**src/rtl/cart_rd_pkg.sv**
```systemverilog
package cart_rd_pkg;

  typedef enum logic [1:0] {
    CYC_WAIT  = 2'd0,
    CYC_FETCH = 2'd1,
    CYC_HOLD  = 2'd2
  } cyc_state_e;

  // a read opens when the output strobe goes from inactive to active with chip selected
  function automatic logic open_cycle(input logic oe_was_off, input logic oe_on,
                                      input logic ce_on);
    return oe_was_off && oe_on && ce_on;
  endfunction

  // the quiet run is complete when this clock's inactive sample reaches the limit
  function automatic logic quiet_reached(input int unsigned seen, input logic off_now,
                                         input int unsigned limit);
    return off_now && ((seen + 1) >= limit);
  endfunction

endpackage

```
**src/rtl/strobe_sync.sv**
```systemverilog
module strobe_sync #(
  parameter int   WIDTH  = 2,
  parameter int   STAGES = 2,
  parameter logic RST_VAL = 1'b1
) (
  input  logic             clk,
  input  logic             rst_n,
  input  logic [WIDTH-1:0] async_i,
  output logic [WIDTH-1:0] sync_o
);

  for (genvar b = 0; b < WIDTH; b++) begin : g_bit
    logic [STAGES-1:0] chain;
    always_ff @(posedge clk or negedge rst_n) begin
      if (!rst_n) chain <= {STAGES{RST_VAL}};
      else        chain <= {chain[STAGES-2:0], async_i[b]};
    end
    assign sync_o[b] = chain[STAGES-1];
  end

endmodule

```
**src/rtl/quiet_window.sv**
```systemverilog
module quiet_window #(
  parameter int QUIET = 4
) (
  input  logic clk,
  input  logic rst_n,
  input  logic strobe_off,
  output logic quiet_done
);
  import cart_rd_pkg::*;

  localparam int CW = $clog2(QUIET + 1);
  localparam logic [CW-1:0] SAT = CW'(QUIET - 1);

  logic [CW-1:0] run_q;

  always_ff @(posedge clk or negedge rst_n) begin
    if (!rst_n)          run_q <= SAT;
    else if (!strobe_off) run_q <= '0;
    else if (run_q != SAT) run_q <= run_q + 1'b1;
  end

  assign quiet_done = quiet_reached(int'(run_q), strobe_off, QUIET);

endmodule

```
**src/rtl/rd_cycle_fsm.sv**
```systemverilog
module rd_cycle_fsm #(
  parameter int ADDR_W = 23,
  parameter int DATA_W = 16
) (
  input  logic              clk,
  input  logic              rst_n,
  input  logic              open_req,
  input  logic              quiet_done,
  input  logic              ce_on,
  input  logic              oe_on,
  input  logic [ADDR_W-1:0] bus_addr,
  input  logic              mem_ack,
  input  logic [DATA_W-1:0] mem_rdata,
  output logic              mem_req,
  output logic [ADDR_W-1:0] mem_addr,
  output logic [DATA_W-1:0] word_q,
  output logic              drive_en,
  output logic              cyc_idle
);
  import cart_rd_pkg::*;

  cyc_state_e state_q;

  always_ff @(posedge clk or negedge rst_n) begin
    if (!rst_n) begin
      state_q  <= CYC_WAIT;
      mem_req  <= 1'b0;
      mem_addr <= '0;
      word_q   <= '0;
    end else begin
      unique case (state_q)
        CYC_WAIT: if (open_req) begin
          state_q  <= CYC_FETCH;
          mem_req  <= 1'b1;
          mem_addr <= bus_addr;
        end
        CYC_FETCH: if (mem_ack) begin
          state_q <= CYC_HOLD;
          mem_req <= 1'b0;
          word_q  <= mem_rdata;
        end
        CYC_HOLD: if (quiet_done) state_q <= CYC_WAIT;
        default: state_q <= CYC_WAIT;
      endcase
    end
  end

  assign cyc_idle = (state_q == CYC_WAIT);
  assign drive_en = (state_q == CYC_HOLD) && ce_on && oe_on;

endmodule

```
**src/rtl/cart_read_responder.sv**
```systemverilog
module cart_read_responder #(
  parameter int ADDR_W       = 23,
  parameter int DATA_W       = 16,
  parameter int SYNC_STAGES  = 2,
  parameter int QUIET_CYCLES = 4
) (
  input  logic              clk,
  input  logic              rst_n,
  input  logic              bus_ce_n,
  input  logic              bus_oe_n,
  input  logic [ADDR_W-1:0] bus_addr,
  output logic [DATA_W-1:0] bus_data_o,
  output logic              bus_data_oe,
  output logic              mem_req,
  output logic [ADDR_W-1:0] mem_addr,
  input  logic              mem_ack,
  input  logic [DATA_W-1:0] mem_rdata
);
  import cart_rd_pkg::*;

  logic [1:0] strobes_s;
  logic       ce_off_s, oe_off_s, oe_off_prev;
  logic       open_req, quiet_done, cyc_idle;

  strobe_sync #(.WIDTH(2), .STAGES(SYNC_STAGES), .RST_VAL(1'b1)) u_sync (
    .clk(clk), .rst_n(rst_n),
    .async_i({bus_ce_n, bus_oe_n}),
    .sync_o(strobes_s)
  );
  assign ce_off_s = strobes_s[1];
  assign oe_off_s = strobes_s[0];

  always_ff @(posedge clk or negedge rst_n) begin
    if (!rst_n) oe_off_prev <= 1'b1;
    else        oe_off_prev <= oe_off_s;
  end

  assign open_req = open_cycle(oe_off_prev, !oe_off_s, !ce_off_s);

  quiet_window #(.QUIET(QUIET_CYCLES)) u_quiet (
    .clk(clk), .rst_n(rst_n),
    .strobe_off(oe_off_s),
    .quiet_done(quiet_done)
  );

  rd_cycle_fsm #(.ADDR_W(ADDR_W), .DATA_W(DATA_W)) u_fsm (
    .clk(clk), .rst_n(rst_n),
    .open_req(open_req), .quiet_done(quiet_done),
    .ce_on(!ce_off_s), .oe_on(!oe_off_s),
    .bus_addr(bus_addr),
    .mem_ack(mem_ack), .mem_rdata(mem_rdata),
    .mem_req(mem_req), .mem_addr(mem_addr),
    .word_q(bus_data_o), .drive_en(bus_data_oe),
    .cyc_idle(cyc_idle)
  );

endmodule

```
**config.mk**
```make
export PLATFORM = sky130hd
export DESIGN_NAME = cart_read_responder
export DESIGN_NICKNAME = d
export VERILOG_FILES = /design/src/rtl/cart_rd_pkg.sv /design/src/rtl/strobe_sync.sv /design/src/rtl/quiet_window.sv /design/src/rtl/rd_cycle_fsm.sv /design/src/rtl/cart_read_responder.sv
export SDC_FILE = /design/constraint.sdc
export NUM_CORES = 1
export LEC_CHECK = 0
export BUFFER_PORTS_ARGS = -buffer_cell sky130_fd_sc_hd__clkbuf_2
export CORE_MARGIN = 3
export CORE_UTILIZATION = 47
export CTS_CLUSTER_SIZE = 40
export DETAILED_ROUTE_END_ITERATION = 8
export GPL_ROUTABILITY_DRIVEN = 0
export PLACE_DENSITY_LB_ADDON = 0.25
export REMOVE_ABC_BUFFERS = 1
export SLEW_MARGIN = 15
export SYNTH_ARGS = -nofsm -noshare
export SYNTH_HDL_FRONTEND = slang
export SYNTH_SLANG_ARGS = --single-unit
```
**constraint.sdc**
```tcl
create_clock -name clk -period 1.5 [get_ports clk]
set_input_delay 0.075 -clock clk [delete_from_list [all_inputs] [get_ports clk]]
set_output_delay 0.075 -clock clk [all_outputs]
set_load 0.1 [all_outputs]
```
==> results.txt <==
- Setup violations remaining at the end of the flow were counted as 1.
* Number of flops mapped to enable cells by yosys: 0
- Height of the die: 70.69 um
- The mapped netlist covers 0.001967 mm2.
- Total global routing overflow: 0
- Minimum clock period after layout: 1.522 ns
- Fill cells: 248
* Transition time of the tightest slew-check pin: 0.6154 ns
* Port Buffers: 84
- CTS tree: done
* Maximum buffer depth of the clock tree: 2
- The cell sitting at the root of the clock tree is a sky130_fd_sc_hd__clkbuf_8.
* Fraction of synthesized cell area taken by the top area cell type: 0.5471
- Clock Skews: 0.008248 ns
- Multi-input gate area in the final layout: 710.7 um2
- Along the worst path, the maximum fanout reaches 2.
* Core Box Area: 0.003854 mm2
- Synth Area in Compound Gates: 0.005089
- Parity-gate share of the synthesized area counting xor and xnor cells: 0.004453
- In this run, synthesis produced a sequential element count of 50.
- The detailed router finished its first iteration with 43 violations.
- Number of max-cap violations: 0
- Sequential share of the synthesized area: 0.6406
- For this run, asynchronously set or reset flops after synthesis account for 1.000.
* Post-Place Setup Slack: -0.01526 ns
* NumNets Final: 288
- Sequential cell area: 0.001260 mm2
- For this run, design rule violations remaining after detail routing come to 0.
* Total global-route track usage: 0.1759
- Placed instance area: 0.002497 mm2
- The first global-routing pass estimated 6824 um of wire.
- Number of inserted diodes: 0
- Final hold analysis gives a worst-case slack of 0.004586 ns.
- Entering global routing, the biggest net connects 27 pins.
* CTS clock-pin slew for the worst setup and hold paths: 0.09 ns
- Once routing completed, OpenROAD measured the worst setup slack at -0.02160 ns.
- During synthesis, Yosys emitted a total of 0 warnings.
- In the routed layout, each cell is associated on average with a via count of 4.887.
- Vias in the first global route: 1482
- Synth Area in Adders: 0.01272
* Count of antenna-violating nets left after detailed routing: 0
- Synthesis-to-finish area growth: 51.46%
- The flow ran to the end, but the final reports show violations.
- Relative slew slack: 0.5897
- Avg Synthesized Cell Area: 17.25 um2
* Die Outline Area: 0.004997 mm2
* Endpoint required time on the critical path: 1.42 ns
- After routing the design area is 0.002979 mm2.
* Starting density of the core: 0.5104
- Synth cell count leaders: 43 x sky130_fd_sc_hd__dfrtp_1, 21 x sky130_fd_sc_hd__mux2_2, 18 x sky130_fd_sc_hd__mux2_4
- For this design the top-level I/O count stands at 85.
* Final cycle utilization of the critical path: 1.014
* Library cell occupying the most area in the post-synthesis netlist: sky130_fd_sc_hd__dfrtp_1
- After legalization and detailed placement, the total HPWL measured 2839 um.
* Failing checks: negative setup slack
- Number of clock sinks: 50
- Routed wire length: 4345 um
- First drt pass iteration count: 4
- The number of antenna violations at the first check in global routing is 0.
- In the synthesized netlist, the number of instances is 114.
* Unrepaired setup endpoints after global routing: true
- Timing-limited maximum frequency: 657.2 MHz
* Number of buffers created by CTS: 5
- After detailed routing, the average wire length per cell comes to 14.93 um.
- In this run the worst hold path is classified as primary input to register.
- Ranked by total cell area, the synthesized netlist is headed by sky130_fd_sc_hd__dfrtp_1 55%, sky130_fd_sc_hd__mux2_4 14%, sky130_fd_sc_hd__mux2_2 12%.
- The final route contains 1422 vias.
- In the final layout, the share of cells above drive strength 1 is 0.6255.
* Insertion delay to the later sink of the worst-skew pair: 0.30 ns
- Type of the setup path with the least slack: register to output port
* Top-count cell post-synth: sky130_fd_sc_hd__dfrtp_1
* Distinct cell type count of the synthesized netlist: 22
- The number of endpoints with negative hold slack in the final report came to 0.
- Ys flop type: sky130_fd_sc_hd__dfrtp_1
- Cell Rows: 22
- The worst setup path is launched from a register.
- In this run the horizontal extent of the chip is 70.69 um.
- Portion of netlist area occupied by mux cells: 0.2627
- By area, the combinational part of the netlist is dominated by multiplexers.
- The max-slew violation count was 0.
- The H-tree was split into 2 levels.
* Worst R2R Setup Slack: 0.04 ns
- STA classifies the critical path endpoint as an output port.
- Basic-gate share of the synthesized area counting and, or, nand and nor cells: 0.05852
* Critical path arrival: 1.45 ns
[sequential cells by signal (all words and copies together), names as in the netlist]
| name | flops |
|---|---|
| u_quiet.run_q | 3 |
| u_fsm.state_q | 2 |
| oe_off_prev | 1 |
| u_sync.g_bit.chain | 4 |
| u_fsm.mem_addr | 23 |
| u_fsm.word_q | 16 |
| u_fsm.mem_req | 1 |
[routing by layer]
layer | wire (um) | global-route usage
met2 | 2174 | 0.2925
met4 | 99 | 0.06681
met3 | 399 | 0.07244
met1 | 1671 | 0.2034
met5 | 0 | 0
[repair_timing]
action,CTS,global route
hold endpoints to repair,41,5
pin swaps,0,1
endpoints found under the setup margin,17,24
gates resized for setup,2,2
setup buffers,0,4
hold buffers,25,5
cloned,0,1
[per-stage QoR]
| stage | utilization | setup TNS (ns) | std cells |
|---|---|---|---|
| final | 0.7731 | -0.02160 | 291 |
| after global routing | 0.7731 | -0.09576 | 291 |
| after CTS | 0.7461 | -0.01037 | 281 |
| after detailed placement | 0.6481 | -0.02963 | 248 |
| after global placement | 0.6481 | 0 | 248 |
| after floorplan | - | -2.124 | 111 |
[cell type report]
| cell class | count | area share |
|---|---|---|
| well taps | 48 | 0.02016 |
| clock buffers | 5 | 0.02310 |
| repair buffers | 123 | 0.2793 |
| inverters | 1 | 0.001260 |
| clock inverters | 3 | 0.01470 |
| multi-input cells | 61 | 0.2386 |
| flip-flops and latches | 50 | 0.4229 |
[cells by family after synthesis]
| family | after synthesis |
|---|---|
| flip-flops | 50 |
| multiplexers | 40 |
| AND/OR/NAND/NOR | 15 |
| buffers and inverters | 4 |
| AO/OA/AOI/OAI | 2 |
| adder cells (fa/ha/maj) | 2 |
| XOR/XNOR | 1 |
[worst max-delay path, cell delays in order (launching register included)]
cell and delay [ns]:
sky130_fd_sc_hd__dfrtp_1 0.43, sky130_fd_sc_hd__buf_6 0.15, sky130_fd_sc_hd__nor4b_4 0.26, sky130_fd_sc_hd__buf_4 0.15, sky130_fd_sc_hd__buf_12 0.16
[layout by cell type, fill, tap and decap left out]
cell / instances
sky130_fd_sc_hd__xnor2_1: 1
sky130_fd_sc_hd__nand2_8: 1
sky130_fd_sc_hd__buf_4: 6
sky130_fd_sc_hd__nor2b_1: 1
sky130_fd_sc_hd__buf_12: 3
sky130_fd_sc_hd__clkinv_2: 1
sky130_fd_sc_hd__nor4b_4: 1
sky130_fd_sc_hd__dfstp_2: 7
sky130_fd_sc_hd__nor4_4: 1
sky130_fd_sc_hd__inv_1: 1
sky130_fd_sc_hd__ha_1: 2
sky130_fd_sc_hd__nand3b_2: 1
sky130_fd_sc_hd__o21ai_0: 2
sky130_fd_sc_hd__mux2_4: 18
sky130_fd_sc_hd__nand4_1: 1
sky130_fd_sc_hd__clkbuf_8: 5
sky130_fd_sc_hd__nand2b_1: 1
sky130_fd_sc_hd__mux2_2: 21
sky130_fd_sc_hd__bufinv_16: 1
sky130_fd_sc_hd__inv_6: 1
sky130_fd_sc_hd__or2b_1: 1
sky130_fd_sc_hd__nand4b_1: 1
sky130_fd_sc_hd__and2_1: 2
sky130_fd_sc_hd__nand2_1: 4
sky130_fd_sc_hd__mux2i_1: 1
sky130_fd_sc_hd__clkbuf_2: 83
sky130_fd_sc_hd__dfrtp_1: 43
sky130_fd_sc_hd__nand2_4: 1
sky130_fd_sc_hd__buf_6: 1
sky130_fd_sc_hd__dlygate4sd3_1: 30
[final timing paths]
path / start / endpoint / cells after the start
max: u_fsm.state_q[0]$_DFFE_PN0P_ / bus_data_oe / 4
min: mem_rdata[10] / u_fsm.word_q[10]$_DFFE_PN0P_ / 2
max reg2reg: u_sync.g_bit[1].chain[1]$_DFF_PN1_ / u_fsm.mem_addr[20]$_DFFE_PN0P_ / 4
min reg2reg: u_sync.g_bit[0].chain[0]$_DFF_PN1_ / u_sync.g_bit[0].chain[1]$_DFF_PN1_ / 0
max in group asynchronous: rst_n / u_fsm.word_q[11]$_DFFE_PN0P_ / 3
min in group asynchronous: rst_n / u_fsm.mem_addr[7]$_DFFE_PN0P_ / 2
Power is left out: the tool's default activity adds up to more than one toggle a clock period on the data nets, which glitch-free logic cannot reach.
